[src/rtl/snoop_gate_pkg.sv]
package snoop_gate_pkg;

  localparam int EN_W       = 2;
  localparam int KIND_SNP   = 0;
  localparam int KIND_DVM   = 1;
  localparam int unsigned STATUS_WIN = 0;
  localparam int unsigned STATUS_OFF = 'hC;
  localparam int unsigned CTRL_OFF   = 0;
  localparam int unsigned PORT_WIN0  = 1;

  typedef logic [EN_W-1:0] en_t;

  function automatic logic addr_is(input logic [31:0] addr,
                                   input int unsigned win,
                                   input int unsigned off,
                                   input int unsigned wbits);
    return addr == 32'((win << wbits) + off);
  endfunction

  function automatic en_t dropped_bits(input en_t cur, input en_t nxt);
    return cur & ~nxt;
  endfunction

  function automatic en_t raised_bits(input en_t cur, input en_t nxt);
    return nxt & ~cur;
  endfunction

endpackage

[src/rtl/sg_counter.sv]
module sg_counter #(
  parameter int CNT_W = 4
) (
  input  logic clk,
  input  logic rst_n,
  input  logic inc_i,
  input  logic dec_i,
  output logic full_o,
  output logic busy_o
);
  localparam logic [CNT_W-1:0] CNT_MAX = {CNT_W{1'b1}};

  logic [CNT_W-1:0] cnt_q;
  logic             dec_eff;

  assign dec_eff = dec_i && (cnt_q != '0);
  assign full_o  = (cnt_q == CNT_MAX);
  assign busy_o  = (cnt_q != '0);

  always_ff @(posedge clk or negedge rst_n) begin
    if (!rst_n) cnt_q <= '0;
    else        cnt_q <= cnt_q + CNT_W'(inc_i) - CNT_W'(dec_eff);
  end


  zero_ack_ignored_chk: assert property (@(posedge clk) disable iff (!rst_n)
    (cnt_q == '0 && dec_i && !inc_i) |=> (cnt_q == '0));


  no_forward_when_full_chk: assert property (@(posedge clk) disable iff (!rst_n)
    (cnt_q == CNT_MAX) |-> !inc_i);

endmodule

[src/rtl/sg_port.sv]
module sg_port import snoop_gate_pkg::*; #(
  parameter int CNT_W  = 4,
  parameter int EN_LAT = 2
) (
  input  logic clk,
  input  logic rst_n,
  input  logic wr_i,
  input  en_t  wval_i,
  input  logic snp_req_i,
  input  logic dvm_req_i,
  input  logic snp_ack_i,
  input  logic dvm_ack_i,
  output logic snp_vld_o,
  output logic dvm_vld_o,
  output en_t  en_o,
  output logic pend_o
);
  localparam int TMR_W = $clog2(EN_LAT + 1);

  en_t             en_q, drain_q;
  logic [TMR_W-1:0] tmr_q;
  logic            pend_q;

  en_t req, ack, vld, full, busy;
  en_t lost, gained;
  logic change, drained;

  assign req = {dvm_req_i, snp_req_i};
  assign ack = {dvm_ack_i, snp_ack_i};

  genvar k;
  generate
    for (k = 0; k < EN_W; k++) begin : g_kind
      assign vld[k] = req[k] && en_q[k] && !full[k];
      sg_counter #(.CNT_W(CNT_W)) u_cnt (
        .clk   (clk),
        .rst_n (rst_n),
        .inc_i (vld[k]),
        .dec_i (ack[k]),
        .full_o(full[k]),
        .busy_o(busy[k])
      );
    end
  endgenerate

  assign snp_vld_o = vld[KIND_SNP];
  assign dvm_vld_o = vld[KIND_DVM];
  assign en_o      = en_q;
  assign pend_o    = pend_q;

  assign lost    = dropped_bits(en_q, wval_i);
  assign gained  = raised_bits(en_q, wval_i);
  assign change  = wr_i && (wval_i != en_q);
  assign drained = ~|(drain_q & busy);

  always_ff @(posedge clk or negedge rst_n) begin
    if (!rst_n) en_q <= '0;
    else if (wr_i) en_q <= wval_i;
  end

  always_ff @(posedge clk or negedge rst_n) begin
    if (!rst_n) begin
      pend_q  <= 1'b0;
      drain_q <= '0;
      tmr_q   <= '0;
    end else if (change) begin
      pend_q  <= 1'b1;
      drain_q <= (pend_q ? drain_q : en_t'(0)) | lost;
      if (|gained)     tmr_q <= TMR_W'(EN_LAT - 1);
      else if (!pend_q) tmr_q <= '0;
    end else if (pend_q) begin
      if (tmr_q != '0) tmr_q <= tmr_q - 1'b1;
      else if (drained) begin
        pend_q  <= 1'b0;
        drain_q <= '0;
      end
    end
  end


  pend_needs_write_chk: assert property (@(posedge clk) disable iff (!rst_n)
    $rose(pend_q) |-> $past(wr_i));


  drop_after_drain_chk: assert property (@(posedge clk) disable iff (!rst_n)
    $fell(pend_q) |-> ($past(drain_q & busy) == '0));


  snp_off_after_write_chk: assert property (@(posedge clk) disable iff (!rst_n)
    $past(wr_i && !wval_i[KIND_SNP]) |-> !snp_vld_o);

endmodule

[src/rtl/sg_regif.sv]
module sg_regif import snoop_gate_pkg::*; #(
  parameter int NUM_PORTS = 5,
  parameter int ADDR_W    = 8,
  parameter int DATA_W    = 32,
  parameter int WIN_BITS  = 4
) (
  input  logic                     clk,
  input  logic                     rst_n,
  input  logic                     we_i,
  input  logic [ADDR_W-1:0]        addr_i,
  input  logic [DATA_W-1:0]        wdata_i,
  input  en_t  [NUM_PORTS-1:0]     en_i,
  input  logic [NUM_PORTS-1:0]     pend_i,
  output logic [NUM_PORTS-1:0]     port_wr_o,
  output en_t                      wval_o,
  output logic [DATA_W-1:0]        rdata_o
);
  logic [NUM_PORTS-1:0] port_hit;
  logic                 sts_hit;
  logic                 unused_hi;

  assign sts_hit   = addr_is(32'(addr_i), STATUS_WIN, STATUS_OFF, WIN_BITS);
  assign wval_o    = wdata_i[EN_W-1:0];
  assign unused_hi = ^wdata_i[DATA_W-1:EN_W];

  genvar p;
  generate
    for (p = 0; p < NUM_PORTS; p++) begin : g_dec
      assign port_hit[p]  = addr_is(32'(addr_i), PORT_WIN0 + p, CTRL_OFF, WIN_BITS);
      assign port_wr_o[p] = we_i && port_hit[p];
    end
  endgenerate

  always_comb begin
    rdata_o = '0;
    if (sts_hit) rdata_o[0] = |pend_i;
    for (int i = 0; i < NUM_PORTS; i++) begin
      if (port_hit[i]) rdata_o[EN_W-1:0] = en_i[i];
    end
  end


  single_port_write_chk: assert property (@(posedge clk) disable iff (!rst_n)
    $onehot0(port_wr_o));


  status_reflects_pend_chk: assert property (@(posedge clk) disable iff (!rst_n)
    (sts_hit && |pend_i) |-> rdata_o[0]);

endmodule

[src/rtl/snoop_gate_ctrl.sv]
module snoop_gate_ctrl import snoop_gate_pkg::*; #(
  parameter int N_FULL   = 2,
  parameter int N_LITE   = 3,
  parameter int ADDR_W   = 8,
  parameter int DATA_W   = 32,
  parameter int WIN_BITS = 4,
  parameter int CNT_W    = 4,
  parameter int EN_LAT   = 2
) (
  input  logic                     clk,
  input  logic                     rst_n,
  input  logic                     reg_we,
  input  logic [ADDR_W-1:0]        reg_addr,
  input  logic [DATA_W-1:0]        reg_wdata,
  output logic [DATA_W-1:0]        reg_rdata,
  input  logic [N_FULL+N_LITE-1:0] snp_req_i,
  input  logic [N_FULL+N_LITE-1:0] dvm_req_i,
  input  logic [N_FULL+N_LITE-1:0] snp_ack_i,
  input  logic [N_FULL+N_LITE-1:0] dvm_ack_i,
  output logic [N_FULL+N_LITE-1:0] snp_vld_o,
  output logic [N_FULL+N_LITE-1:0] dvm_vld_o
);
  localparam int NUM_PORTS = N_FULL + N_LITE;

  logic [NUM_PORTS-1:0] port_wr;
  logic [NUM_PORTS-1:0] port_pend;
  en_t  [NUM_PORTS-1:0] port_en;
  en_t                  wval;

  sg_regif #(
    .NUM_PORTS(NUM_PORTS), .ADDR_W(ADDR_W), .DATA_W(DATA_W), .WIN_BITS(WIN_BITS)
  ) u_regif (
    .clk      (clk),
    .rst_n    (rst_n),
    .we_i     (reg_we),
    .addr_i   (reg_addr),
    .wdata_i  (reg_wdata),
    .en_i     (port_en),
    .pend_i   (port_pend),
    .port_wr_o(port_wr),
    .wval_o   (wval),
    .rdata_o  (reg_rdata)
  );

  genvar p;
  generate
    for (p = 0; p < NUM_PORTS; p++) begin : g_port
      sg_port #(.CNT_W(CNT_W), .EN_LAT(EN_LAT)) u_port (
        .clk      (clk),
        .rst_n    (rst_n),
        .wr_i     (port_wr[p]),
        .wval_i   (wval),
        .snp_req_i(snp_req_i[p]),
        .dvm_req_i(dvm_req_i[p]),
        .snp_ack_i(snp_ack_i[p]),
        .dvm_ack_i(dvm_ack_i[p]),
        .snp_vld_o(snp_vld_o[p]),
        .dvm_vld_o(dvm_vld_o[p]),
        .en_o     (port_en[p]),
        .pend_o   (port_pend[p])
      );


      snp_vld_has_req_chk: assert property (@(posedge clk) disable iff (!rst_n)
        snp_vld_o[p] |-> snp_req_i[p]);


      dvm_vld_has_req_chk: assert property (@(posedge clk) disable iff (!rst_n)
        dvm_vld_o[p] |-> dvm_req_i[p]);
    end
  endgenerate

endmodule

[config.mk]
export PLATFORM = sky130hd
export DESIGN_NAME = snoop_gate_ctrl
export DESIGN_NICKNAME = d
export VERILOG_FILES = /design/src/rtl/snoop_gate_pkg.sv /design/src/rtl/sg_counter.sv /design/src/rtl/sg_port.sv /design/src/rtl/sg_regif.sv /design/src/rtl/snoop_gate_ctrl.sv
export SDC_FILE = /design/constraint.sdc
export NUM_CORES = 1
export LEC_CHECK = 0
export ABC_AREA = 1
export BUFFER_PORTS_ARGS = -buffer_cell sky130_fd_sc_hd__buf_2
export CAP_MARGIN = 10
export CORE_ASPECT_RATIO = 0.7
export CORE_MARGIN = 4
export CORE_UTILIZATION = 57
export CTS_CLUSTER_SIZE = 16
export DETAILED_ROUTE_END_ITERATION = 12
export GPL_TIMING_DRIVEN = 0
export PLACE_DENSITY = 0.93
export SLEW_MARGIN = 0
export SYNTH_ARGS = -nofsm -noshare
export SYNTH_HDL_FRONTEND = slang
export SYNTH_SLANG_ARGS = --single-unit
[constraint.sdc]
create_clock -name clk -period 2.52 [get_ports clk]
set_clock_uncertainty 0.1 [all_clocks]
set_input_delay 0.504 -clock clk [delete_from_list [all_inputs] [get_ports clk]]
set_output_delay 0.504 -clock clk [all_outputs]
set_load 0.05 [all_outputs]
==> summary.md, run 1 <==
| Metric | Value |
|---|---|
| Pin count of the biggest net entering global routing | `49` |
| Start point of the critical path | `g_port[1].u_port.pend_o` |
| Leakage power total | `3.65 nW` |
| Final routed wirelength across all metal layers | `10700 µm` |
| Antenna-violating nets left | `0` |
| Mean instance size in the synthesized netlist | `8.66 µm²` |
| Worst Setup EP | `reg_rdata[0]` |
| Largest area contributor in the synthesized netlist | `sky130_fd_sc_hd__dfrtp_1` |
| Via-to-Cell Ratio | `4.86` |
| Syn Std Cell Area | `5710 µm²` |
| Status | `finished clean` |
| R2r endpoint | `g_port[2].u_port.g_kind[1].u_cnt.cnt_q[2]` |
| Vert. Die Dim | `91.7 µm` |
| Largest vdd supply drop | `0.000704 V` |
| All-Layer GR Usage | `19.9%` |
| Warnings from Yosys | `0` |
| Portion of total power attributed to the clock network | `22.4%` |
| Critical path class | `register to output port` |
| Clock-pin slew on the worst setup and hold paths | `0.05 ns` |
| Startpoint of the worst register-to-register path | `g_port[2].u_port.g_kind[1].u_cnt.cnt_q[2]` |
| Final critical delay including setup and external delays | `2.43 ns` |
| Antenna Cells | `0` |
| Data required, critical path | `1.92 ns` |
| Worst slack at placement | `0.187 ns` |
| Worst-Skew Late Latency | `0.34 ns` |
| Violation count after the first detailed-route iteration | `269` |
| Synth area leaders | `sky130_fd_sc_hd__dfrtp_1 33%, sky130_fd_sc_hd__ha_1 19%, sky130_fd_sc_hd__inv_1 8.5%, sky130_fd_sc_hd__nand2_1 7.6%, sky130_fd_sc_hd__buf_4 5.3%` |
| Syn-to-layout area delta | `14.6%` |
| Internal power contribution | `3.67 mW` |
| Flop pwr share | `31.8%` |
| CTS tree | `built` |
| Vias in the first global route | `4283` |
| PnR worst setup slack | `0.0936 ns` |
| Startpoint class of the critical path | `register` |
| Max-slew violations | `0` |
| Path class of the lowest-slack min-delay path | `register to register` |
| Path depth of the worst reg2reg path | `9` |
| Maximum buffer depth of the clock tree | `2` |
| Fill cell count | `769` |
| Maximum fanout encountered on the critical timing path | `6` |
| Area of the die | `11700 µm²` |
| Chip Width | `128 µm` |
| FP Rows | `30` |
| IO buf count | `43` |
| Clock root cell | `sky130_fd_sc_hd__clkbuf_16` |
| Number of cells produced by synthesis | `659` |
| Total count of hold-check failures in the final report | `0` |
| Pwr/cell area | `910 nW/µm²` |
| First-pass iteration count of the detailed router | `4` |
| Worst Path Arrival | `1.82 ns` |
| Initial antenna violation count | `0` |
| DR WL/cell | `12.2 µm` |
| Max-cap check violation count | `0` |
| Hold path cells | `2` |
| Maximum level of the CTS H-tree | `3` |
| I/O Pins | `105` |
| TritonCTS buffer count | `9` |
| Total net switching power | `2.28 mW` |
| Distinct cells, synth | `32` |
| Flip-flop and latch count after synthesis | `75` |
| Global-route wire length before repair | `18800 µm` |
| Sort of element at the end of the critical path | `output port` |
| Part of the cycle the worst path needs | `96.3%` |
| Switching fraction of total power | `38.3%` |
| Seq/Total Area, Yosys | `32.9%` |
| DRC Markers | `0` |
| Worst Max-Slew Pin Slew | `0.484 ns` |
| Top achievable clock speed | `412 MHz` |
| Relative contribution of combinational cells to total power | `45.9%` |
| Most used cells in the layout excluding fill and tap cells | `129 x sky130_fd_sc_hd__inv_1, 116 x sky130_fd_sc_hd__nand2_1, 85 x sky130_fd_sc_hd__ha_1` |
| Post-CTS setup buffer count | `0` |
| Total negative slack | `0 ns` |
| Reg area | `1880 µm²` |
| GRT overflow | `0` |
| Leading cell type in the layout, fill and taps excluded | `sky130_fd_sc_hd__inv_1` |
| Layout Nets | `902` |
| Count of clock tree sinks | `75` |
| Final Wtd Congestion | `0.897` |
| Total via count after detailed routing | `4263` |
| Unrepaired setup endpoints after global routing | `false` |
| Share of post-route cells with drive strength above 1 | `18.8%` |
| Initial core utilization | `58.7%` |
| Setup violators final | `0` |
| Area used by multi-input combinational logic | `3110 µm²` |
| Headroom to the max-slew limit | `67.3%` |
| Setup slack of the most critical reg-to-reg path | `0.23 ns` |
| Detailed-placement wirelength estimate | `8620 µm` |
| Std-Cell Core Area | `9720 µm²` |
| Top cell type's share of synthesized area | `32.9%` |
per-layer routing:
metal  vias up  routed length, µm  track usage (%)  part of all wire (%)
met5         -                  0                0                     0
met1      1982               4900             25.6                    46
met4         0                169             6.45                   1.6
li1       2181                  -                -                     -
met3        15                597             5.70                   5.6
met2        85               5050             32.5                    47
state kept, by name, summed over array words and instances (netlist names):
register and cells:
g_port.u_port.g_kind.u_cnt.cnt_q 40, g_port.u_port.drain_q 10, g_port.u_port.en_o 10, g_port.u_port.tmr_q 10
g_port.u_port.pend_o 5
power by group through the flow:
| stage | Sequential, mW | Combinational [mW] | Clock (mW) |
|---|---|---|---|
| floorplan | 1.84 | 2.21 | 0 |
| global placement | 1.88 | 2.57 | 0 |
| detailed placement | 1.91 | 2.75 | 0 |
| CTS | 1.89 | 2.78 | 1.36 |
| global route | 1.95 | 3.18 | 1.41 |
| finish | 1.89 | 2.73 | 1.33 |
worst min path at each step:
stage | slack, ns | startpoint | end
after floorplan | 0.11 | rst_n | g_port[0].u_port.drain_q[0]
after global placement | 0.36 | g_port[1].u_port.tmr_q[1] | g_port[1].u_port.tmr_q[1]
after detailed placement | 0.35 | rst_n | g_port[1].u_port.g_kind[0].u_cnt.cnt_q[1]
after CTS | 0.37 | g_port[2].u_port.tmr_q[1] | g_port[2].u_port.tmr_q[1]
after global routing | 0.40 | g_port[1].u_port.tmr_q[0] | g_port[1].u_port.tmr_q[0]
final | 0.37 | g_port[2].u_port.tmr_q[1] | g_port[2].u_port.tmr_q[1]
Yosys cell counts (all sizes together):
cell type	instances
inv	135
nand2	126
ha	85
dfrtp	75
nand3	46
buf	41
o21ai	29
nor2	27
a21oi	21
xnor2	15
nand4	14
and2	10
fa	10
or2	10
o311ai	5
xor2	5
bufinv	1
conb	1
nand3b	1
nor3	1
o211ai	1
critical path, stage by stage, from the launching register on:
cell                      delay, ns
sky130_fd_sc_hd__dfrtp_1       0.45
sky130_fd_sc_hd__inv_1         0.16
sky130_fd_sc_hd__nand4_1       0.14
sky130_fd_sc_hd__o21ai_0       0.17
sky130_fd_sc_hd__nand2_1       0.07
sky130_fd_sc_hd__nor2_1        0.10
sky130_fd_sc_hd__nand4_1       0.14
sky130_fd_sc_hd__buf_2         0.25
metrics by stage:
step	power, mW	instances	area [µm²]	utilization (%)	hold slack (ns)
3_5_place_dp	4.66	860	6220	64.0	0.354
5_1_grt	6.54	877	6540	67.3	0.400
3_3_place_gp	4.45	859	6190	63.7	0.355
2_1_floorplan	4.04	688	5820	-	0.108
4_1_cts	6.03	877	6540	67.3	0.373
6_report	5.95	877	6540	67.3	0.371
cell families after synthesis:
group / after synthesis / share of synthesized area [%]
flops: 75 / 32.9
other cells: 1 / 0.0657
compound gates: 56 / 5.54
fa+ha+maj: 95 / 22.1
xor+xnor: 20 / 3.07
simple gates: 235 / 21.7
buf+inv: 177 / 14.6
timing repair:
action,CTS,global route
hold buffers,1,0
endpoints found under the hold margin,27,0
gates resized for setup,0,4
endpoints found under the setup margin,0,4
area by class of cell:
| class | instances | area share [%] |
|---|---|---|
| flip-flops and latches | 75 | 28.7 |
| well taps | 128 | 2.45 |
| multi-input cells | 436 | 47.5 |
| clock inverters | 1 | 0.459 |
| repair buffers | 45 | 3.90 |
| inverters | 136 | 8.01 |
| plain buffers | 41 | 4.76 |
| clock buffers | 15 | 4.25 |
Power figures use the tool's default switching activity.
==> run 2: changes to the inputs <==
--- a/config.mk
+++ b/config.mk
@@ -10,11 +10,11 @@
 export CAP_MARGIN = 10
 export CORE_ASPECT_RATIO = 0.7
 export CORE_MARGIN = 4
-export CORE_UTILIZATION = 57
+export CORE_UTILIZATION = 38
 export CTS_CLUSTER_SIZE = 16
 export DETAILED_ROUTE_END_ITERATION = 12
 export GPL_TIMING_DRIVEN = 0
-export PLACE_DENSITY = 0.93
+export PLACE_DENSITY = 0.7
 export SLEW_MARGIN = 0
 export SYNTH_ARGS = -nofsm -noshare
 export SYNTH_HDL_FRONTEND = slang
==> run 2 against run 1 <==
Effect of this change:
- sequential share of layout area decreased by 0.32 points
- combinational power decreased by 3%
- clock power up 3%
- cell count rose by 7.4%
- flip-flop and latch count unchanged
- hold slack lost 0.34 ns
- utilization is 22 points lower
- non-clock buffer count shrank 1
- design area up 1.1%
- maximum frequency up 2.3%
- worst setup slack better by 0.056 ns
- critical endpoint unchanged
- largest power group unchanged
- highest routed layer unchanged
==> summary.md, run 2 (synthesis results as in run 1) <==
| Metric | Value |
|---|---|
| Reg area | `1880 µm² (unchanged)` |
| Setup slack of the most critical reg-to-reg path | `0.23 ns (about the same)` |
| End-of-flow core utilization | `44.9% (-22 points)` |
| Path depth of the worst reg2reg path | `9 (unchanged)` |
| GRT overflow | `0 (unchanged)` |
| Startpoint of the worst register-to-register path | `g_port[0].u_port.g_kind[1].u_cnt.cnt_q[2]` |
| Part of the cycle the worst path needs | `94.1% (-2.2 points)` |
| Sort of element at the end of the critical path | `output port` |
| Maximum level of the CTS H-tree | `3 (unchanged)` |
| Met3 track utilization from global routing | `3.84% (-1.9 points)` |
| Maximum buffer depth of the clock tree | `2 (unchanged)` |
| Internal power contribution | `3.67 mW (about the same)` |
| Met1 Use GR | `19.1% (-6.5 points)` |
| Maximum fanout encountered on the critical timing path | `6 (unchanged)` |
| Antenna Cells | `0 (unchanged)` |
| Flip-flop count of the largest register, all copies and words added | `40 (unchanged)` |
| Pwr/cell area | `894 nW/µm² (-1.8%)` |
| Clock-pin slew on the worst setup and hold paths | `0.06 ns (about the same)` |
| Total power consumption of the routed design | `5.91 mW (-0.65%)` |
| Area of the die | `17100 µm² (+46%)` |
| DRC Markers | `0 (unchanged)` |
| Vert. Die Dim | `111 µm (+21%)` |
| R2r endpoint | `g_port[0].u_port.g_kind[1].u_cnt.cnt_q[2]` |
| All-Layer GR Usage | `13.2% (-6.7 points)` |
| Status | `finished clean` |
| Clock root cell | `sky130_fd_sc_hd__clkbuf_16` |
| DR WL/cell | `11.1 µm (-8.9%)` |
| Busiest layer in global routing | `met2` |
| Layout Nets | `901 (-0.11%)` |
| Area used by multi-input combinational logic | `3110 µm² (unchanged)` |
| Critical path class | `register to output port` |
| Total via count after detailed routing | `3999 (-6.2%)` |
| Violation count after the first detailed-route iteration | `136 (-49%)` |
| Worst Setup EP | `reg_rdata[0]` |
| Share of post-route cells with drive strength above 1 | `19.0% (+0.18 points)` |
| Leakage power total | `3.64 nW (-0.17%)` |
| CTS tree | `built` |
| Std-Cell Core Area | `14700 µm² (+51%)` |
| Unrepaired setup endpoints after global routing | `true` |
| Flop pwr share | `31.8% (about the same)` |
| Most flops, register | `g_port.u_port.g_kind.u_cnt.cnt_q` |
| Final Wtd Congestion | `0.833 (-7.1%)` |
| Global-route wire length before repair | `18500 µm (-1.6%)` |
| Pin count of the biggest net entering global routing | `41 (-16%)` |
| I/O Pins | `105 (unchanged)` |
| Top achievable clock speed | `422 MHz (+2.3%)` |
| Startpoint class of the critical path | `register` |
| Max-cap check violation count | `0 (unchanged)` |
| Chip Width | `155 µm (+21%)` |
| Worst-Skew Late Latency | `0.34 ns (about the same)` |
| TritonCTS buffer count | `9 (unchanged)` |
| Most used cells in the layout excluding fill and tap cells | `130 x sky130_fd_sc_hd__inv_1, 116 x sky130_fd_sc_hd__nand2_1, 85 x sky130_fd_sc_hd__ha_1` |
| Worst Path Arrival | `1.77 ns (-0.05 ns)` |
| Detailed-placement wirelength estimate | `8460 µm (-1.9%)` |
| Initial core utilization | `38.8% (-20 points)` |
| Post-CTS setup buffer count | `0 (unchanged)` |
| Count of clock tree sinks | `75 (unchanged)` |
| Final critical delay including setup and external delays | `2.37 ns (-0.0555 ns)` |
| Total count of hold-check failures in the final report | `0 (unchanged)` |
| First-pass iteration count of the detailed router | `4 (unchanged)` |
| Relative contribution of combinational cells to total power | `45.0% (-0.9 points)` |
| Final routed wirelength across all metal layers | `10500 µm (-2.1%)` |
| Leading cell type in the layout, fill and taps excluded | `sky130_fd_sc_hd__inv_1` |
| Max-slew violations | `0 (unchanged)` |
| Path class of the lowest-slack min-delay path | `input port to async pin` |
| Met2 Usage GRT | `19.2% (-13 points)` |
| IO buf count | `43 (unchanged)` |
| Fill cell count | `1464 (+90%)` |
| Portion of total power attributed to the clock network | `23.3% (+0.9 points)` |
| Setup violators final | `0 (unchanged)` |
| Total net switching power | `2.24 mW (-1.7%)` |
| Switching fraction of total power | `37.9% (-0.40 points)` |
| Syn-to-layout area delta | `15.9%` |
| Antenna-violating nets left | `0 (unchanged)` |
| Initial antenna violation count | `0 (unchanged)` |
| Start point of the critical path | `g_port[2].u_port.pend_o` |
| Largest vdd supply drop | `0.000553 V (-21%)` |
| Data required, critical path | `1.92 ns (about the same)` |
| Vias in the first global route | `3940 (-8.0%)` |
| Via-to-Cell Ratio | `4.25 (-13%)` |
| FP Rows | `37 (+23%)` |
-- run 2: through the flow --
step / hold slack (ns) / cells / TNS, ns / worst slack [ns] / cell area, µm²
6_report: 0.0353 / 942 / 0 / 0.149 / 6620
5_1_grt: 0.0626 / 942 / -0.0679 / -0.0679 / 6620
4_1_cts: 0.0458 / 942 / 0 / 0.0265 / 6620
3_5_place_dp: 0.361 / 927 / 0 / 0.0952 / 6300
3_3_place_gp: 0.360 / 926 / 0 / 0.147 / 6280
2_1_floorplan: 0.108 / 688 / 0 / 0.251 / 5820
-- run 2: routing by layer --
metal	routed length [µm]	part of all wire (%)
met5	0	0
met4	135	1.3
met3	487	4.6
met2	4390	42
met1	5490	52
-- run 2: cell type report --
class,instances,area share (%)
Clock inverter,6,1.36
Clock buffer,9,3.40
Buffer,41,4.71
Timing Repair Buffer,44,3.59
Inverter,136,7.93
Tap cell,195,3.69
Multi-Input combinational cell,436,46.9
Sequential cell,75,28.4
-- run 2: power groups by stage --
stage / logic, mW / clock network [mW] / registers (mW)
2_1_floorplan: 2.21 / 0 / 1.84
3_3_place_gp: 2.60 / 0 / 1.89
3_5_place_dp: 2.70 / 0 / 1.90
4_1_cts: 2.71 / 1.42 / 1.88
5_1_grt: 3.18 / 1.47 / 1.93
6_report: 2.66 / 1.37 / 1.88
-- run 2: worst min path at each step --
stage,slack (ns),from,to
finish,0.04,rst_n,g_port[0].u_port.pend_o
detailed placement,0.36,g_port[2].u_port.tmr_q[1],g_port[2].u_port.tmr_q[1]
CTS,0.05,rst_n,g_port[0].u_port.g_kind[0].u_cnt.cnt_q[1]
global route,0.06,rst_n,g_port[0].u_port.g_kind[0].u_cnt.cnt_q[1]
global placement,0.36,g_port[3].u_port.tmr_q[0],g_port[3].u_port.tmr_q[0]
floorplan,0.11,rst_n,g_port[0].u_port.drain_q[0]
-- run 2: worst max-delay path, stage by stage (launching register included) --
cell and delay (ns):
sky130_fd_sc_hd__dfrtp_1 0.44, sky130_fd_sc_hd__inv_1 0.16, sky130_fd_sc_hd__nand4_1 0.15, sky130_fd_sc_hd__o21ai_1 0.18, sky130_fd_sc_hd__nand2_1 0.06, sky130_fd_sc_hd__nor2_1 0.09
sky130_fd_sc_hd__nand4_1 0.11, sky130_fd_sc_hd__buf_2 0.23
-- run 2: repair_timing --
| item | CTS | global route |
|---|---|---|
| hold buffers | 0 | 0 |
| gates resized for setup | 0 | 4 |
| hold endpoints to repair | 0 | 0 |
| setup endpoints to repair | 0 | 5 |
==> run 3: changes to the inputs <==
--- a/config.mk
+++ b/config.mk
@@ -18,4 +18,5 @@
 export SLEW_MARGIN = 0
 export SYNTH_ARGS = -nofsm -noshare
 export SYNTH_HDL_FRONTEND = slang
+export SYNTH_HIERARCHICAL = 1
 export SYNTH_SLANG_ARGS = --single-unit
==> run 3 against run 2 <==
Effect of this change:
- global-route usage rose by 0.47 points
- maximum frequency rose by 7.7%
- die area rose by 0.19%
- via count rose by 9.0%
- synthesized cell count rose by 11%
- routed wire length rose by 4.4%
- highest routed layer unchanged
==> summary.md, run 3 <==
| Metric | Value |
|---|---|
| Total power consumption of the routed design | `6.33 mW (+7.0%)` |
| Worst-Skew Late Latency | `0.33 ns (about the same)` |
| Slowest cell delay on critical path | `0.27 ns (-0.17 ns)` |
| GRT overflow | `0 (unchanged)` |
| Syn-to-layout area delta | `16.2%` |
| Worst slack at placement | `0.304 ns (+0.209 ns)` |
| Total negative slack | `0 ns (unchanged)` |
| Top cells by count, synth | `181 x sky130_fd_sc_hd__nand2_1, 154 x sky130_fd_sc_hd__inv_1, 85 x sky130_fd_sc_hd__ha_1, 75 x sky130_fd_sc_hd__dfrtp_1` |
| Critical-path top delay cell | `sky130_fd_sc_hd__buf_2` |
| Vert. Die Dim | `111 µm (about the same)` |
| End-of-flow core utilization | `45.2% (+0.23 points)` |
| Max-slew violations | `0 (unchanged)` |
| Leading cell type in the layout, fill and taps excluded | `sky130_fd_sc_hd__nand2_1` |
| Instance area at placement | `6310 µm² (about the same)` |
| Relative contribution of combinational cells to total power | `47.3% (+2.3 points)` |
| DR WL/cell | `10.8 µm (-2.8%)` |
| Final routed wirelength across all metal layers | `11000 µm (+4.4%)` |
| Final Wtd Congestion | `0.827 (-0.70%)` |
| Chip Width | `155 µm (about the same)` |
| Via-to-Cell Ratio | `4.31 (+1.5%)` |
| Warnings from Yosys | `6 (+6)` |
| Status | `finished clean` |
| Fin cells | `1012 (+7.4%)` |
| Total via count after detailed routing | `4359 (+9.0%)` |
| IO buf count | `42 (-2.3%)` |
| Number of cells upsized or downsized after cts | `0 (unchanged)` |
| Reg area | `1880 µm² (unchanged)` |
| Crit-path cells | `buf_2 -> inv_1 -> nand2_1 -> nor2_4 -> buf_6 -> nand3_2 -> nand2_1 -> nor2_1 -> nand4_1 -> buf_2` |
| Share of post-route cells with drive strength above 1 | `14.9% (-4.1 points)` |
| Initial core utilization | `38.9% (+0.076 points)` |
| Total count of hold-check failures in the final report | `0 (unchanged)` |
| I/O Pins | `105 (unchanged)` |
| Flip-flop and latch count after synthesis | `75 (unchanged)` |
| DRC Markers | `0 (unchanged)` |
| TritonCTS buffer count | `9 (unchanged)` |
| Placed cell count | `996 (+7.4%)` |
| Global-route wire length before repair | `19300 µm (+4.3%)` |
| Setup violators final | `0 (unchanged)` |
| Max-cap check violation count | `0 (unchanged)` |
| Seq/Total Area, Yosys | `32.8% (-0.065 points)` |
| Sort of element at the end of the critical path | `output port` |
| Fill cell count | `1455 (-0.61%)` |
| Flop pwr share | `29.2% (-2.6 points)` |
| Most used cells in the layout excluding fill and tap cells | `181 x sky130_fd_sc_hd__nand2_1, 154 x sky130_fd_sc_hd__inv_1, 85 x sky130_fd_sc_hd__ha_1` |
| Dominant delay contributor by cell family on the critical path | `buffers and inverters` |
| Syn Std Cell Area | `5720 µm² (+0.20%)` |
| Area of the die | `17100 µm² (+0.19%)` |
| Startpoint class of the critical path | `input port` |
| Std-Cell Core Area | `14700 µm² (unchanged)` |
| Pin count of the biggest net entering global routing | `42 (+2.4%)` |
| Maximum fanout encountered on the critical timing path | `10 (+4)` |
| Most frequent cell after synthesis | `sky130_fd_sc_hd__nand2_1` |
| Synth area leaders | `sky130_fd_sc_hd__dfrtp_1 33%, sky130_fd_sc_hd__ha_1 19%, sky130_fd_sc_hd__nand2_1 12%, sky130_fd_sc_hd__inv_1 10%, sky130_fd_sc_hd__buf_4 4.2%` |
| Clock-pin slew on the worst setup and hold paths | `0.05 ns (about the same)` |
| Distinct cells, synth | `22 (-31%)` |
| Final critical delay including setup and external delays | `2.20 ns (-0.170 ns)` |
| Vias in the first global route | `4275 (+8.5%)` |
| CTS tree | `built` |
| Area fraction in compound gates after synthesis | `2.95% (-2.6 points)` |
| Clock root cell | `sky130_fd_sc_hd__clkbuf_16` |
| All-Layer GR Usage | `13.7% (+0.47 points)` |
| First-pass iteration count of the detailed router | `4 (unchanged)` |
| Mean instance size in the synthesized netlist | `7.85 µm² (-9.4%)` |
| Number of synthesized flops with an enable pin | `0 (unchanged)` |
| Post-CTS Hold Buffers | `0 (unchanged)` |
| Portion of total power attributed to the clock network | `23.5% (+0.2 points)` |
| Post-CTS setup buffer count | `0 (unchanged)` |
| Flip-flop count of the largest register, all copies and words added | `40 (unchanged)` |
| Unrepaired setup endpoints after global routing | `false` |
| Count of clock tree sinks | `75 (unchanged)` |
| Antenna-violating nets left | `0 (unchanged)` |
| Area used by multi-input combinational logic | `3110 µm² (+0.20%)` |
| Worst Path Arrival | `1.60 ns (-0.17 ns)` |
| Layout Nets | `970 (+7.7%)` |
| Total net switching power | `2.52 mW (+12%)` |
| PnR worst setup slack | `0.319 ns (+0.170 ns)` |
| FP Rows | `37 (unchanged)` |
| Top cell type's share of synthesized area | `32.8% (-0.065 points)` |
| Largest vdd supply drop | `0.000541 V (-2.3%)` |
| Async SR Flop Fraction | `100% (unchanged)` |
| Largest area contributor in the synthesized netlist | `sky130_fd_sc_hd__dfrtp_1` |
| Maximum buffer depth of the clock tree | `2 (unchanged)` |
| Maximum level of the CTS H-tree | `3 (unchanged)` |
| Synth Flop Type | `sky130_fd_sc_hd__dfrtp_1` |
| Hold_ws | `0.0227 ns (-0.0126 ns)` |
| Data required, critical path | `1.92 ns (about the same)` |
| Top achievable clock speed | `454 MHz (+7.7%)` |
| Antenna Cells | `0 (unchanged)` |
| Fraction of the mapped netlist area in adder cells | `22.1% (-0.044 points)` |
| Path class of the lowest-slack min-delay path | `input port to async pin` |
| Part of the cycle the worst path needs | `87.3% (-6.7 points)` |
| Internal power contribution | `3.81 mW (+3.7%)` |
| Share of synthesized area spent on multiplexers | `0% (unchanged)` |
| Critical path buffer and inverter count | `4 (+2)` |
| Simple logic cell fraction of the synthesized area | `25.9% (+4.2 points)` |
| Most flops, register | `g_port.u_port/g_kind.u_cnt/cnt_q` |
| Leakage power total | `3.91 nW (+7.4%)` |
| Switching fraction of total power | `39.8% (+1.9 points)` |
| Main combinational cell family by area after synthesis | `simple AND/OR/NAND/NOR gates` |
| Number of cells produced by synthesis | `729 (+11%)` |
| Initial antenna violation count | `0 (unchanged)` |
| Violation count after the first detailed-route iteration | `242 (+78%)` |
| Area share of xor/xnor cells in the synthesized design | `1.53% (-1.5 points)` |
| Critical path class | `input port to output port` |
| Detailed-placement wirelength estimate | `8800 µm (+4.0%)` |
| Pwr/cell area | `952 nW/µm² (+6.5%)` |
| Cell area after layout | `6650 µm² (+0.51%)` |
==> run 3: cells by family after synthesis <==
group                    after synthesis
other                                  1
XOR/XNOR                              10
flip-flops                            75
buffers and inverters                190
adder cells (fa/ha/maj)               95
AO/OA/AOI/OAI                         30
AND/OR/NAND/NOR                      328
==> run 3: path summary, 6_finish.rpt <==
kind	startpoint	to	slack [ns]	cells past startpoint
worst min-delay path	rst_n	g_port[2].u_port/g_kind[1].u_cnt/cnt_q[2]	0.02	1
max in group asynchronous	rst_n	g_port[3].u_port/tmr_q[1]	1.71	2
worst max register to register	g_port[4].u_port/g_kind[1].u_cnt/cnt_q[2]	g_port[4].u_port/g_kind[1].u_cnt/cnt_q[2]	0.35	9
min in group clk	g_port[4].u_port/tmr_q[1]	g_port[4].u_port/tmr_q[1]	0.37	2
worst max-delay path	reg_addr[3]	reg_rdata[0]	0.32	10
worst min register to register	g_port[4].u_port/tmr_q[1]	g_port[4].u_port/tmr_q[1]	0.37	2
==> run 3: worst register-to-register path, stage by stage, from the launching register on <==
cell and delay [ns]:
sky130_fd_sc_hd__dfrtp_1 0.39, sky130_fd_sc_hd__inv_1 0.09, sky130_fd_sc_hd__ha_1 0.17, sky130_fd_sc_hd__nand3_2 0.11, sky130_fd_sc_hd__and2_1 0.17, sky130_fd_sc_hd__ha_1 0.27
sky130_fd_sc_hd__inv_1 0.04, sky130_fd_sc_hd__ha_1 0.19, sky130_fd_sc_hd__fa_1 0.38, sky130_fd_sc_hd__xor2_1 0.15
==> run 3: layer usage <==
| layer | track usage [%] | up-vias | routed length, µm |
|---|---|---|---|
| met4 | 3.53 | 0 | 136 |
| met1 | 18.9 | 1942 | 5500 |
| met3 | 3.55 | 13 | 474 |
| met5 | 0 | - | 0 |
| met2 | 21.4 | 59 | 4850 |
| li1 | - | 2345 | - |
==> run 3: final cells by class <==
class | instances | area share [%]
multi-input cells | 493 | 46.8
well taps | 195 | 3.67
clock buffers | 11 | 3.65
repair buffers | 43 | 3.50
plain buffers | 33 | 3.78
flip-flops and latches | 75 | 28.2
inverters | 157 | 8.86
clock inverters | 5 | 1.51
==> run 3: power by group through the flow <==
| stage | sequential (mW) | clock, mW | combinational (mW) |
|---|---|---|---|
| final | 1.85 | 1.49 | 2.99 |
| after global routing | 1.90 | 1.59 | 3.55 |
| after CTS | 1.85 | 1.54 | 3.05 |
| after detailed placement | 1.87 | 0 | 3.04 |
| after global placement | 1.85 | 0 | 2.88 |
| after floorplan | 1.81 | 0 | 2.42 |
